**src/rtl/wdt_pkg.sv**
```systemverilog
// Package: shared types for the serviced watchdog.
// Assumes: only the decoder produces host_op_e; other modules use its outputs.
package wdt_pkg;

    // Kind of host access seen in the current cycle.
    typedef enum logic [1:0] {
        HOST_IDLE  = 2'd0,
        HOST_CTRL  = 2'd1,
        HOST_KICK  = 2'd2,
        HOST_OTHER = 2'd3
    } host_op_e;

endpackage

```
**src/rtl/wdt_prescaler.sv**
```systemverilog
// Module: wdt_prescaler
// Divides the slow clock enable into a one-cycle tick every TICK_DIV enables.
// Assumes: TICK_DIV >= 2. The divider is free-running and nothing but reset
// restarts it.
module wdt_prescaler #(
    parameter int TICK_DIV = 8192
) (
    input  logic clk,
    input  logic rst_n,
    input  logic slow_en_i,
    output logic tick_o
);
    localparam int PRE_W = (TICK_DIV > 1) ? $clog2(TICK_DIV) : 1;
    localparam logic [PRE_W-1:0] PRE_LAST = PRE_W'(TICK_DIV - 1);

    logic [PRE_W-1:0] pre_q;
    logic             at_last;

    // Flag the final enable of each tick period.
    always_comb begin
        at_last = (pre_q == PRE_LAST);
        tick_o  = slow_en_i && at_last;
    end

    // Advance the divider on every slow enable and wrap after the last one.
    always_ff @(posedge clk) begin
        if (!rst_n) begin
            pre_q <= '0;
        end else if (slow_en_i) begin
            pre_q <= at_last ? '0 : pre_q + PRE_W'(1);
        end
    end

    // the divider wraps to zero right after each tick.
    assert_prescaler_wraps_R6: assert property (@(posedge clk) disable iff (!rst_n)
        tick_o |=> (pre_q == '0));

endmodule

```
**src/rtl/wdt_host_decode.sv**
```systemverilog
// Module: wdt_host_decode
// Decodes host writes into a control update or a service strobe and holds
// the enable bit.
// Assumes: one write per strobe cycle. If both addresses are set equal, the
// control decode wins.
module wdt_host_decode
    import wdt_pkg::*;
#(
    parameter int ADDR_W    = 6,
    parameter int CTRL_ADDR = 10,
    parameter int KICK_ADDR = 11
) (
    input  logic              clk,
    input  logic              rst_n,
    input  logic              host_wr_i,
    input  logic [ADDR_W-1:0] host_addr_i,
    input  logic              ctrl_bit_i,
    output logic              en_o,
    output logic              kick_o
);
    localparam logic [ADDR_W-1:0] CTRL_A = ADDR_W'(CTRL_ADDR);
    localparam logic [ADDR_W-1:0] KICK_A = ADDR_W'(KICK_ADDR);

    host_op_e op;
    logic     en_q;

    // Classify the current host access.
    always_comb begin
        if (!host_wr_i)                op = HOST_IDLE;
        else if (host_addr_i == CTRL_A) op = HOST_CTRL;
        else if (host_addr_i == KICK_A) op = HOST_KICK;
        else                            op = HOST_OTHER;
    end

    // Hold the enable bit and update it only on a control write.
    always_ff @(posedge clk) begin
        if (!rst_n) begin
            en_q <= 1'b0;
        end else if (op == HOST_CTRL) begin
            en_q <= ctrl_bit_i;
        end
    end

    assign en_o   = en_q;
    assign kick_o = (op == HOST_KICK);

    // the enable bit changes only in the cycle after a control write.
    assert_enable_only_by_ctrl_R11: assert property (@(posedge clk) disable iff (!rst_n)
        !(host_wr_i && host_addr_i == CTRL_A) |=> $stable(en_q));

endmodule

```
**src/rtl/wdt_timeout.sv**
```systemverilog
// Module: wdt_timeout
// Counts ticks since the last service and signals expiry on the
// TIMEOUT_TICKS-th one.
// Assumes: TIMEOUT_TICKS >= 2. A service, a cleared enable or an active
// reset pulse each hold the count at zero. A service in a tick cycle wins.
module wdt_timeout #(
    parameter int TIMEOUT_TICKS = 3
) (
    input  logic clk,
    input  logic rst_n,
    input  logic tick_i,
    input  logic en_i,
    input  logic kick_i,
    input  logic pulse_i,
    output logic expire_o
);
    localparam int TC_W = (TIMEOUT_TICKS > 1) ? $clog2(TIMEOUT_TICKS) : 1;
    localparam logic [TC_W-1:0] TC_LAST = TC_W'(TIMEOUT_TICKS - 1);

    logic [TC_W-1:0] tcnt_q;
    logic            hold;

    // Decide whether counting is suspended and whether this tick expires.
    always_comb begin
        hold     = !en_i || pulse_i || kick_i;
        expire_o = tick_i && !hold && (tcnt_q == TC_LAST);
    end

    // Count elapsed ticks and return to zero on hold or on expiry.
    always_ff @(posedge clk) begin
        if (!rst_n) begin
            tcnt_q <= '0;
        end else if (hold || expire_o) begin
            tcnt_q <= '0;
        end else if (tick_i) begin
            tcnt_q <= tcnt_q + TC_W'(1);
        end
    end

    // a service leaves the count at zero in the next cycle.
    assert_kick_clears_R4: assert property (@(posedge clk) disable iff (!rst_n)
        kick_i |=> (tcnt_q == '0));
    // no ticks accumulate while a pulse is running.
    assert_hold_in_pulse_R9: assert property (@(posedge clk) disable iff (!rst_n)
        pulse_i |=> (tcnt_q == '0));
    // the count never passes the last value before expiry.
    assert_count_bounded_R5: assert property (@(posedge clk) disable iff (!rst_n)
        tcnt_q <= TC_LAST);

endmodule

```
**src/rtl/wdt_pulse.sv**
```systemverilog
// Module: wdt_pulse
// Produces the reset pulse. It starts on expiry and lasts PULSE_TICKS tick
// periods.
// Assumes: expire_i occurs only while no pulse is active. The pulse ignores
// the enable and service inputs by design.
module wdt_pulse #(
    parameter int PULSE_TICKS = 1
) (
    input  logic clk,
    input  logic rst_n,
    input  logic tick_i,
    input  logic expire_i,
    output logic pulse_o
);
    localparam int PC_W = (PULSE_TICKS > 1) ? $clog2(PULSE_TICKS) : 1;
    localparam logic [PC_W-1:0] PC_LAST = PC_W'(PULSE_TICKS - 1);

    logic            pulse_q;
    logic [PC_W-1:0] pcnt_q;

    // Start on expiry, count ticks while active, stop after the last one.
    always_ff @(posedge clk) begin
        if (!rst_n) begin
            pulse_q <= 1'b0;
            pcnt_q  <= '0;
        end else if (!pulse_q) begin
            pulse_q <= expire_i;
            pcnt_q  <= '0;
        end else if (tick_i) begin
            if (pcnt_q == PC_LAST) begin
                pulse_q <= 1'b0;
                pcnt_q  <= '0;
            end else begin
                pcnt_q <= pcnt_q + PC_W'(1);
            end
        end
    end

    assign pulse_o = pulse_q;

    // a pulse begins only in the cycle after a tick.
    assert_rise_on_tick_R5: assert property (@(posedge clk) disable iff (!rst_n)
        $rose(pulse_q) |-> $past(tick_i));
    // a pulse ends only in the cycle after a tick.
    assert_fall_on_tick_R7: assert property (@(posedge clk) disable iff (!rst_n)
        $fell(pulse_q) |-> $past(tick_i));
    // the tick counter rests at zero between pulses.
    assert_counter_idle_R7: assert property (@(posedge clk) disable iff (!rst_n)
        !pulse_q |-> (pcnt_q == '0));

endmodule

```
**src/rtl/svc_watchdog.sv**
```systemverilog
// Module: svc_watchdog (top)
// Host-serviced watchdog. It has a free-running tick divider, a tick count
// since the last service, and a fixed-length reset pulse.
// Assumes: slow_en is a one-cycle pulse synchronous to clk. rst_out goes to
// an external pin driver.
module svc_watchdog #(
    parameter int ADDR_W        = 6,
    parameter int CTRL_ADDR     = 10,
    parameter int KICK_ADDR     = 11,
    parameter int TICK_DIV      = 8192,
    parameter int TIMEOUT_TICKS = 3,
    parameter int PULSE_TICKS   = 1
) (
    input  logic              clk,
    input  logic              rst_n,
    input  logic              slow_en,
    input  logic              host_wr,
    input  logic [ADDR_W-1:0] host_addr,
    input  logic              ctrl_bit,
    output logic              rst_out
);
    logic tick;
    logic en;
    logic kick;
    logic expire;
    logic pulse;

    wdt_prescaler #(.TICK_DIV(TICK_DIV)) u_pre (
        .clk(clk), .rst_n(rst_n), .slow_en_i(slow_en), .tick_o(tick)
    );

    wdt_host_decode #(.ADDR_W(ADDR_W), .CTRL_ADDR(CTRL_ADDR), .KICK_ADDR(KICK_ADDR)) u_dec (
        .clk(clk), .rst_n(rst_n), .host_wr_i(host_wr), .host_addr_i(host_addr),
        .ctrl_bit_i(ctrl_bit), .en_o(en), .kick_o(kick)
    );

    wdt_timeout #(.TIMEOUT_TICKS(TIMEOUT_TICKS)) u_tmo (
        .clk(clk), .rst_n(rst_n), .tick_i(tick), .en_i(en), .kick_i(kick),
        .pulse_i(pulse), .expire_o(expire)
    );

    wdt_pulse #(.PULSE_TICKS(PULSE_TICKS)) u_pls (
        .clk(clk), .rst_n(rst_n), .tick_i(tick), .expire_i(expire), .pulse_o(pulse)
    );

    assign rst_out = pulse;

    // a disabled watchdog with no pulse running stays quiet.
    assert_disabled_quiet_R3: assert property (@(posedge clk) disable iff (!rst_n)
        (!en && !rst_out) |=> !rst_out);
    // turning the enable off never cuts a running pulse short.
    assert_pulse_survives_disable_R8: assert property (@(posedge clk) disable iff (!rst_n)
        (rst_out && !tick) |=> rst_out);

endmodule

```
**config.mk**
```make
export PLATFORM = sky130hd
export DESIGN_NAME = svc_watchdog
export DESIGN_NICKNAME = d
export VERILOG_FILES = /design/src/rtl/wdt_pkg.sv /design/src/rtl/wdt_prescaler.sv /design/src/rtl/wdt_host_decode.sv /design/src/rtl/wdt_timeout.sv /design/src/rtl/wdt_pulse.sv /design/src/rtl/svc_watchdog.sv
export SDC_FILE = /design/constraint.sdc
export NUM_CORES = 1
export LEC_CHECK = 0
export ABC_AREA = 1
export CORE_MARGIN = 5
export CORE_UTILIZATION = 25
export DETAILED_ROUTE_END_ITERATION = 16
export GPL_TIMING_DRIVEN = 0
export PLACE_DENSITY_LB_ADDON = 0.15
export REMOVE_ABC_BUFFERS = 1
export SLEW_MARGIN = 20
export SYNTH_ARGS = -nofsm -noshare
export SYNTH_HDL_FRONTEND = slang
export SYNTH_HIERARCHICAL = 1
export SYNTH_SLANG_ARGS = --single-unit
```
**constraint.sdc**
```tcl
create_clock -name clk -period 2.2 [get_ports clk]
set_clock_uncertainty 0.15 [all_clocks]
set_input_delay 0.44 -clock clk [delete_from_list [all_inputs] [get_ports clk]]
set_output_delay 0.44 -clock clk [all_outputs]
set_load 0.05 [all_outputs]
```
==> impl_results.md, run 1 <==
* Root Driver: clkbuf_8
* DP HPWL at 1550 um
* DR WL/cell at 9.28 um
* Total CTS buffers at 3
* Routed vias/inst at 4.00
* Core box area at 0.00372 mm2
* Die W at 72.2 um
* TritonCTS clock tree: done
* Arrival time of the worst setup path at 1430 ps
* GRT Total Usage at 7.69%
* Layout cells sized above 1 at 10.8%
* Die height at 72.2 um
* Worst min path class: reg -> reg
* RSZ-0062 raised after global routing: false
* Rows at 22
* Syn-to-layout area delta at 21.1%
* Pwr per Cell Area at 503 mW/mm2
* Worst path cell trace: clkdlybuf4s50_1
* CP bufs+invs at 1
* Reg2Reg Capture Point: u_pls/pulse_o$_SDFF_PN0_
* Final Instance Area at 0.00117 mm2
* Clk_lat worst skew at 250 ps
* Final GP Congestion at 0.801
* CTS Buffer Depth at 2
* Max-cap viol count at 0
* Slew HR at 67.0%
* WP data required at 1610 ps
* Post-CTS Setup Inserts at 0
* R2R cell count at 9
* Number of antenna diodes at 0
* Critical Setup Path Class: reg -> out
* DRT Pass-1 Iters at 4
* Initial antenna violation count at 0
* DR vias at 823
* Status: finished clean
* Die Area at 0.00521 mm2
* Post-synthesis sequential area ratio at 35.2%
* Number of global-route vias before repair at 714
* Worst reg-to-reg setup slack at 480 ps
* Element type at the critical path end: primary output
* Peak supply drop at 192 uV
* Initial core utilization at 26.0%
* Number of I/O port buffers at 11
* Crit path max-delay cell type: clkdlybuf4s50_1
* Critical path origin: u_pls/pulse_o$_SDFF_PN0_
* Clk sinks at 17
* Commonest non-fill, non-tap cell in the layout: nand2_1
* Top Family by Delay on Critical Path: buffers and inverters
* Cells after Synth at 144
* F_max at 0.494 GHz
* Final Max Slew Viols at 0
* Final Hold Viols at 0
* Final net count at 172
* Synth warn at 6
* R2R Path Start: u_pre/pre_q[1]$_SDFFE_PN0P_
* Dpl cell area at 0.00113 mm2
* Post-cts resize count at 0
* CTS Hold Buffers Added at 0
* Flops & latches, synth at 17
* CP Max Fanout at 4
* CTS clk-pin slew, worst paths at 60 ps
* Tcrit/Tclk final at 92.0%
* Worst Setup Start Kind: register
* Multi-input gate area at 533 um2
* H-Tree Level Count at 1
* Commonest cells after routing, fill and taps aside: nand2_1 (37), nor2_1 (26), inv_1 (21)
* Initial DRC Count at 19
* Smallest hold slack at 342 ps
* Post-synthesis cell type count at 22
* IO Count at 12
* DRC Markers at 0
* DRT Wirelength at 1910 um
* Fillers at 415
* First-pass GRT wire length at 3130 um
* Final Critical Period at 2020 ps
* Total grt overflow at 0
* Crit path to: rst_out
* Worst slew pin tran at 493 ps
* FF+latch area at 340 um2
* P_leak at 0.000466 uW
* Pin count of the biggest net entering global routing at 10
* Final setup viols at 0
* Worst stage delay on the critical path at 820 ps
* Stages on worst setup path at 1
* Antenna Nets Post-Route at 0
* Post-synthesis cell area at 967 um2
* Mean post-synth cell area at 6.72 um2
==> synthesized netlist by cell type, drive strengths merged <==
cell type  count  area [um2]
a21oi          5        28.8
xor2           3        26.3
nand4          2        12.5
inv           22        82.6
ha             2        25.0
nand3          7        35.0
xnor2          3        26.3
o21ai          2        13.8
dfxtp         17         340
buf            1        11.3
o21bai         1        7.51
nor3           4        20.0
nor2          32         155
nand3b         1        7.51
nand2         42         175
==> per-stage QoR <==
| step | setup TNS (ps) | std cells | utilization, % | setup slack [ps] | total power, uW |
|---|---|---|---|---|---|
| floorplan | 0 | 143 | - | 623 | 342 |
| global placement | -48.3 | 202 | 30.3 | -48.3 | 367 |
| detailed placement | -61.7 | 202 | 30.3 | -61.7 | 368 |
| CTS | 0 | 206 | 31.5 | 160 | 606 |
| global route | 0 | 206 | 31.5 | 41.6 | 618 |
| finish | 0 | 206 | 31.5 | 175 | 588 |
==> worst reg2reg max path: stages, from the launching register on <==
cell     delay, ps
dfxtp_1        360
ha_1           190
nand2_2         90
nor2_4         190
nand2_4        100
nor2_4         180
nand2_1         70
nor3_1         170
nor2_1          80
nor2_2         100
==> cell type report <==
| type | instances | share of cell area, % |
|---|---|---|
| clock buffer | 4 | 3.85 |
| tap | 48 | 5.13 |
| timing repair buffer | 11 | 9.40 |
| multi-input combinational | 104 | 45.5 |
| sequential | 17 | 29.1 |
| inverter | 22 | 7.05 |
==> per-layer routing <==
metal  GRT usage, %  wire length (um)
met1           10.4               993
met2           11.4               860
met3           1.80                40
met4           3.76                17
met5              0                 0
==> flip-flops by register name, summed over array words and instances, names as in the netlist <==
name,count
u_pre/pre_q,13
u_tmo/tcnt_q,2
u_dec/en_o,1
u_pls/pulse_o,1
==> how the worst min path moves through the flow <==
stage                                      start                            to  slack [ps]  depth (start not counted)
floorplan           u_pre/pre_q[12]$_SDFFE_PN0P_  u_pre/pre_q[12]$_SDFFE_PN0P_         290                          2
global placement    u_pre/pre_q[12]$_SDFFE_PN0P_  u_pre/pre_q[12]$_SDFFE_PN0P_         320                          2
detailed placement  u_pre/pre_q[12]$_SDFFE_PN0P_  u_pre/pre_q[12]$_SDFFE_PN0P_         330                          2
CTS                 u_pre/pre_q[12]$_SDFFE_PN0P_  u_pre/pre_q[12]$_SDFFE_PN0P_         340                          2
global route         u_pre/pre_q[0]$_SDFFE_PN0P_   u_pre/pre_q[0]$_SDFFE_PN0P_         370                          2
finish               u_pre/pre_q[1]$_SDFFE_PN0P_   u_pre/pre_q[1]$_SDFFE_PN0P_         340                          2
==> power breakdown <==
part	total, uW	switching, uW	leakage (uW)	internal [uW]
Combinational	47.0	22.5	0.000305	24.4
Clock	228	99.7	0.0000228	128
Sequential	314	2.60	0.000137	311
==> logic make-up after synthesis <==
family | synth area share [%]
AO/OA/AOI/OAI | 5.17
buffers and inverters | 9.70
flip-flops | 35.2
adder cells (fa/ha/maj) | 2.59
AND/OR/NAND/NOR | 41.9
XOR/XNOR | 5.43
Power figures use the tool's default switching activity.
==> inputs of run 2 (changes only) <==
CELL_PAD_IN_SITES_DETAIL_PLACEMENT = 0   (was unset)
CELL_PAD_IN_SITES_GLOBAL_PLACEMENT = 1   (was unset)
PLACE_DENSITY_LB_ADDON = 0.1   (was 0.15)
==> run 2 against run 1 <==
- design area grew 0.32%
- maximum frequency down 0.61%
- clock power barely moved
- first-iteration DRC count up 47%
- sequential share of layout area decreased by 0.093 points
- largest cell class unchanged
- register-to-register slack got worse by 40 ps
- largest power group unchanged
- sequential power hardly changed
- critical path type unchanged
- critical path depth is the same
==> impl_results.md, run 2 (synthesis results as in run 1) <==
* Leading registers by flop count: u_pre/pre_q: 13 flops, u_tmo/tcnt_q: 2 flops
* Crit path max-delay cell type: clkdlybuf4s50_1
* H-Tree Level Count at 1 (unchanged)
* Total CTS buffers at 3 (unchanged)
* Slew HR at 67.4% (+0.39 points)
* Final GP Congestion at 0.697 (-13%)
* Die height at 72.2 um (unchanged)
* Worst stage delay on the critical path at 820 ps (about the same)
* Layout cells sized above 1 at 11.4% (+0.63 points)
* Die Area at 0.00521 mm2 (unchanged)
* Worst path cell trace: clkdlybuf4s50_1
* IO Count at 12 (unchanged)
* Critical Setup Path Class: reg -> out
* Placed cell count at 202 (unchanged)
* Element type at the critical path end: primary output
* Number of I/O port buffers at 11 (unchanged)
* Dpl cell area at 0.00113 mm2 (unchanged)
* DP HPWL at 1570 um (+1.3%)
* Setup Slack @ Placement at -95.0 ps (-33.3 ps)
* Initial DRC Count at 28 (+9)
* Total grt overflow at 0 (unchanged)
* Final setup viols at 0 (unchanged)
* Final Max Slew Viols at 0 (unchanged)
* First-pass GRT wire length at 3670 um (+17%)
* DRC Markers at 0 (unchanged)
* DRT Pass-1 Iters at 4 (unchanged)
* Switching Power at 130 uW (+4.2%)
* Final Instance Area at 0.00117 mm2 (+0.32%)
* CTS Buffer Depth at 2 (unchanged)
* Tot Pwr at 591 uW (+0.37%)
* Fillers at 411 (-0.96%)
* CTS clk-pin slew, worst paths at 70 ps (about the same)
* Tcrit/Tclk final at 92.6% (+0.56 points)
* F_max at 0.491 GHz (-0.61%)
* CP Max Fanout at 4 (unchanged)
* Worst min path class: reg -> reg
* Syn-to-layout area delta at 21.5%
* Root Driver: clkbuf_8
* Rows at 22 (unchanged)
* Commonest non-fill, non-tap cell in the layout: nand2_1
* WP data required at 1610 ps (about the same)
* Top Family by Delay on Critical Path: buffers and inverters
* Internal power at 461 uW (-0.66%)
* Pwr per Cell Area at 503 mW/mm2 (about the same)
* Final Hold Viols at 0 (unchanged)
* Initial core utilization at 26.0% (unchanged)
* Worst Setup Start Kind: register
* DR vias at 820 (-0.36%)
* Final Critical Period at 2040 ps (+12.3 ps)
* Routed vias/inst at 3.98 (-0.36%)
* Layout Cells excl Fill at 206 (unchanged)
* Worst slew pin tran at 487 ps (-5.83 ps)
* Initial antenna violation count at 0 (unchanged)
* Final net count at 172 (unchanged)
* Number of global-route vias before repair at 826 (+16%)
* TritonCTS clock tree: done
* Commonest cells after routing, fill and taps aside: nand2_1 (37), nor2_1 (26), inv_1 (21)
* Sequential share of power at 53.1% (-0.2 points)
* Clk sinks at 17 (unchanged)
* RSZ-0062 raised after global routing: false
* Net Sw Frac at 22.0% (+0.81 points)
* GRT Total Usage at 8.87% (+1.2 points)
* Clk network pwr share at 38.9% (+0.2 points)
* Number of antenna diodes at 0 (unchanged)
* Largest Register: u_pre/pre_q
* Comb pwr share at 8.0% (about the same)
* Clk_lat worst skew at 250 ps (about the same)
* Max reg flops at 13 (unchanged)
* CP bufs+invs at 1 (unchanged)
* DRT Wirelength at 1980 um (+3.6%)
* P_leak at 0.000477 uW (+2.6%)
* Status: finished clean
* Die W at 72.2 um (unchanged)
* Post-CTS Setup Inserts at 0 (unchanged)
* Setup TNS at 0 ps (unchanged)
* CTS Hold Buffers Added at 0 (unchanged)
* Max-cap viol count at 0 (unchanged)
* Core box area at 0.00372 mm2 (unchanged)
* Arrival time of the worst setup path at 1450 ps (+20 ps)
* Final WS setup at 163 ps (-12.3 ps)
* Post-cts resize count at 0 (unchanged)
* DR WL/cell at 9.61 um (+3.6%)
* Peak supply drop at 364 uV (+90%)
* Antenna Nets Post-Route at 0 (unchanged)
* Pin count of the biggest net entering global routing at 11 (+1)
run 2: cell types whose count changed in the layout (fill, tap and decap cells not counted), sizes merged:
| cell | delta |
|---|---|
| clkbuf | -1 |
| dlymetal6s2s | +1 |
| clkdlybuf4s50 | -1 |
| clkinv | +1 |
run 2: path summary, 6_finish.rpt:
| check | startpoint | end | slack (ps) | cells after the start |
|---|---|---|---|---|
| max reg2reg | u_pre/pre_q[0]$_SDFFE_PN0P_ | u_pls/pulse_o$_SDFF_PN0_ | 440 | 9 |
| max | u_pls/pulse_o$_SDFF_PN0_ | rst_out | 160 | 1 |
| min reg2reg | u_pre/pre_q[12]$_SDFFE_PN0P_ | u_pre/pre_q[12]$_SDFFE_PN0P_ | 330 | 2 |
| min | u_pre/pre_q[12]$_SDFFE_PN0P_ | u_pre/pre_q[12]$_SDFFE_PN0P_ | 330 | 2 |
run 2: power groups by stage:
stage | Sequential (uW) | Combinational [uW] | Clock [uW]
after global routing | 314 | 52.5 | 258
after floorplan | 320 | 21.9 | 0
final | 314 | 47.1 | 230
after detailed placement | 321 | 47.8 | 0
after global placement | 321 | 47.8 | 0
after CTS | 313 | 47.9 | 242
run 2: worst reg2reg max path: stages (launching register included):
cell and delay (ps):
dfxtp_1 370, ha_1 200, nand2_2 90, nor2_4 190, nand2_4 100, nor2_4 180, nand2_1 80, nor3_1 170
nor2_1 80, nor2_2 100
run 2: layout make-up:
cell class / instances / area (um2) / area share, %
Multi-Input combinational cell: 104 / 533 / 45.4
Sequential cell: 17 / 340 / 29.0
Timing Repair Buffer: 11 / 113 / 9.58
Inverter: 22 / 82.6 / 7.03
Tap cell: 48 / 60.1 / 5.11
Clock buffer: 3 / 41.3 / 3.51
Clock inverter: 1 / 5.00 / 0.426
run 2: per-layer routing:
layer,vias to the layer above,part of all wire (%),track usage [%]
met5,-,0,0
met2,8,41,13.0
met3,2,4.3,3.19
li1,466,-,-
met1,344,53,12.4
met4,0,0.86,1.88
run 2: through the flow:
step           hold slack (ps)  utilization [%]
2_1_floorplan              295                -
3_3_place_gp               315             30.3
3_5_place_dp               324             30.3
4_1_cts                    335             31.5
5_1_grt                    366             31.6
6_report                   332             31.6
==> inputs of run 3 (changes only) <==
CORE_MARGIN = 4   (was 5)
==> run 3 against run 2 <==
- sequential share of layout area is 0.093 points higher
- count of clock-buffer cells in the layout grew 1
- design area decreased by 0.32%
- power about the same
- utilization up 0.13 points
- largest power group unchanged
- critical path depth is the same
- via count unchanged
- register-to-register slack improved by 30 ps
- clock power about the same
- hold slack improved by 2.2 ps
==> impl_results.md, run 3 (synthesis results as in run 1) <==
* Status: finished clean
* Number of I/O port buffers at 11 (unchanged)
* Layout Cells excl Fill at 206 (unchanged)
* Root Driver: clkbuf_8
* CTS clk-pin slew, worst paths at 60 ps (about the same)
* Worst Setup Start Kind: register
* Rows at 22 (unchanged)
* Commonest cells after routing, fill and taps aside: nand2_1 (37), nor2_1 (26), inv_1 (21)
* F_max at 0.495 GHz (+0.80%)
* Clk_lat worst skew at 250 ps (about the same)
* Die height at 70.2 um (-2.8%)
* Slew HR at 67.4% (about the same)
* Final Util at 31.8% (+0.13 points)
* Peak supply drop at 152 uV (-58%)
* Pin count of the biggest net entering global routing at 10 (-1)
* DR WL/cell at 9.61 um (about the same)
* Final setup viols at 0 (unchanged)
* Switching Power at 127 uW (-2.5%)
* Top Family by Delay on Critical Path: buffers and inverters
* Routed vias/inst at 3.98 (unchanged)
* Setup Slack @ Placement at -76.2 ps (+18.9 ps)
* Tcrit/Tclk final at 91.9% (-0.73 points)
* Crit path max-delay cell type: clkdlybuf4s50_1
* Arrival time of the worst setup path at 1430 ps (-20 ps)
* Worst min path class: reg -> reg
* Worst slew pin tran at 487 ps (-0.0129 ps)
* Smallest hold slack at 334 ps (+2.20 ps)
* R2R Path Start: u_pre/pre_q[0]$_SDFFE_PN0P_
* Commonest non-fill, non-tap cell in the layout: nand2_1
* Max reg flops at 13 (unchanged)
* Final Critical Period at 2020 ps (-16.1 ps)
* Dpl cell area at 0.00113 mm2 (unchanged)
* Initial core utilization at 26.2% (+0.19 points)
* Initial antenna violation count at 0 (unchanged)
* Worst path cell trace: clkdlybuf4s50_1
* DP HPWL at 1570 um (about the same)
* Largest Register: u_pre/pre_q
* DR vias at 820 (unchanged)
* Element type at the critical path end: primary output
* Leading registers by flop count: u_pre/pre_q: 13 flops, u_tmo/tcnt_q: 2 flops
* Net Sw Frac at 21.5% (-0.56 points)
* CTS Buffer Depth at 2 (unchanged)
* Number of global-route vias before repair at 777 (-5.9%)
* Critical path origin: u_pls/pulse_o$_SDFF_PN0_
* Worst stage delay on the critical path at 820 ps (about the same)
* Final WS setup at 179 ps (+16.1 ps)
* Final net count at 172 (unchanged)
* Clk sinks at 17 (unchanged)
* Max-cap viol count at 0 (unchanged)
* Layout cells sized above 1 at 10.8% (-0.63 points)
* Final Max Slew Viols at 0 (unchanged)
* Placed cell count at 202 (unchanged)
* Final GP Congestion at 0.737 (+5.7%)
* Pwr per Cell Area at 504 mW/mm2 (+0.31%)
* Antenna Nets Post-Route at 0 (unchanged)
* Die W at 70.2 um (-2.8%)
* DRT Wirelength at 1980 um (about the same)
* Internal power at 464 uW (+0.70%)
* Clk network pwr share at 38.8% (about the same)
* WP data required at 1610 ps (about the same)
* CTS Hold Buffers Added at 0 (unchanged)
* Initial DRC Count at 30 (+7.1%)
* TritonCTS clock tree: done
* Final Instance Area at 0.00117 mm2 (-0.32%)
* Critical Setup Path Class: reg -> out
* Total CTS buffers at 3 (unchanged)
* Post-cts resize count at 0 (unchanged)
* Final Hold Viols at 0 (unchanged)
* Core box area at 0.00369 mm2 (-0.74%)
* Comb pwr share at 8.1% (about the same)
* Syn-to-layout area delta at 21.1%
* CP Max Fanout at 4 (unchanged)
* Die Area at 0.00493 mm2 (-5.5%)
* Hold_sp: u_pre/pre_q[12]$_SDFFE_PN0P_
* Sequential share of power at 53.1% (about the same)
* First-pass GRT wire length at 3440 um (-6.4%)
* Number of antenna diodes at 0 (unchanged)
* IO Count at 12 (unchanged)
* H-Tree Level Count at 1 (unchanged)
* Total grt overflow at 0 (unchanged)
* RSZ-0062 raised after global routing: false
* DRT Pass-1 Iters at 4 (unchanged)
* P_leak at 0.000466 uW (-2.5%)
* DRC Markers at 0 (unchanged)
* GRT Total Usage at 8.72% (-0.16 points)
* CP bufs+invs at 1 (unchanged)
* Post-CTS Setup Inserts at 0 (unchanged)
## run 3: changes by cell type in the layout (fill, tap and decap cells not counted), sizes merged
| cell | previous run | this run |
|---|---|---|
| clkbuf | 3 | 4 |
| clkdlybuf4s50 | 10 | 11 |
| clkinv | 1 | 0 |
| dlymetal6s2s | 1 | 0 |
## run 3: power by group through the flow
stage                     Clock, uW  Sequential (uW)  Combinational, uW
after global routing            261              314               52.9
after global placement            0              321               48.0
after CTS                       245              313               48.6
after detailed placement          0              321               48.0
final                           229              314               47.7
after floorplan                   0              320               21.9
## run 3: layout make-up
cell class	instances	area, um2
clock buffer	4	45.0
fill	429	2520
timing repair buffer	11	110
tap	48	60.1
inverter	22	82.6
multi-input combinational	104	533
sequential	17	340
## run 3: metal layers
layer  up-vias  GRT usage (%)  share of wire, %
li1        466              -                 -
met1       345           12.1                56
met2         7           12.5                41
met3         2           2.01               2.6
met4         0           4.47              0.86
met5         -              0                 0
## run 3: per-stage QoR
step / TNS (ps) / total power [uW]
final: 0 / 591
after global routing: 0 / 628
after CTS: 0 / 607
after detailed placement: -76.2 / 369
after global placement: -83.0 / 369
after floorplan: 0 / 342
## run 3: worst paths after layout
path	end	cells past startpoint	slack [ps]
worst max-delay path	rst_out	1	180
worst min-delay path	u_pre/pre_q[12]$_SDFFE_PN0P_	2	330
worst max register to register	u_pls/pulse_o$_SDFF_PN0_	9	470
worst min register to register	u_pre/pre_q[12]$_SDFFE_PN0P_	2	330
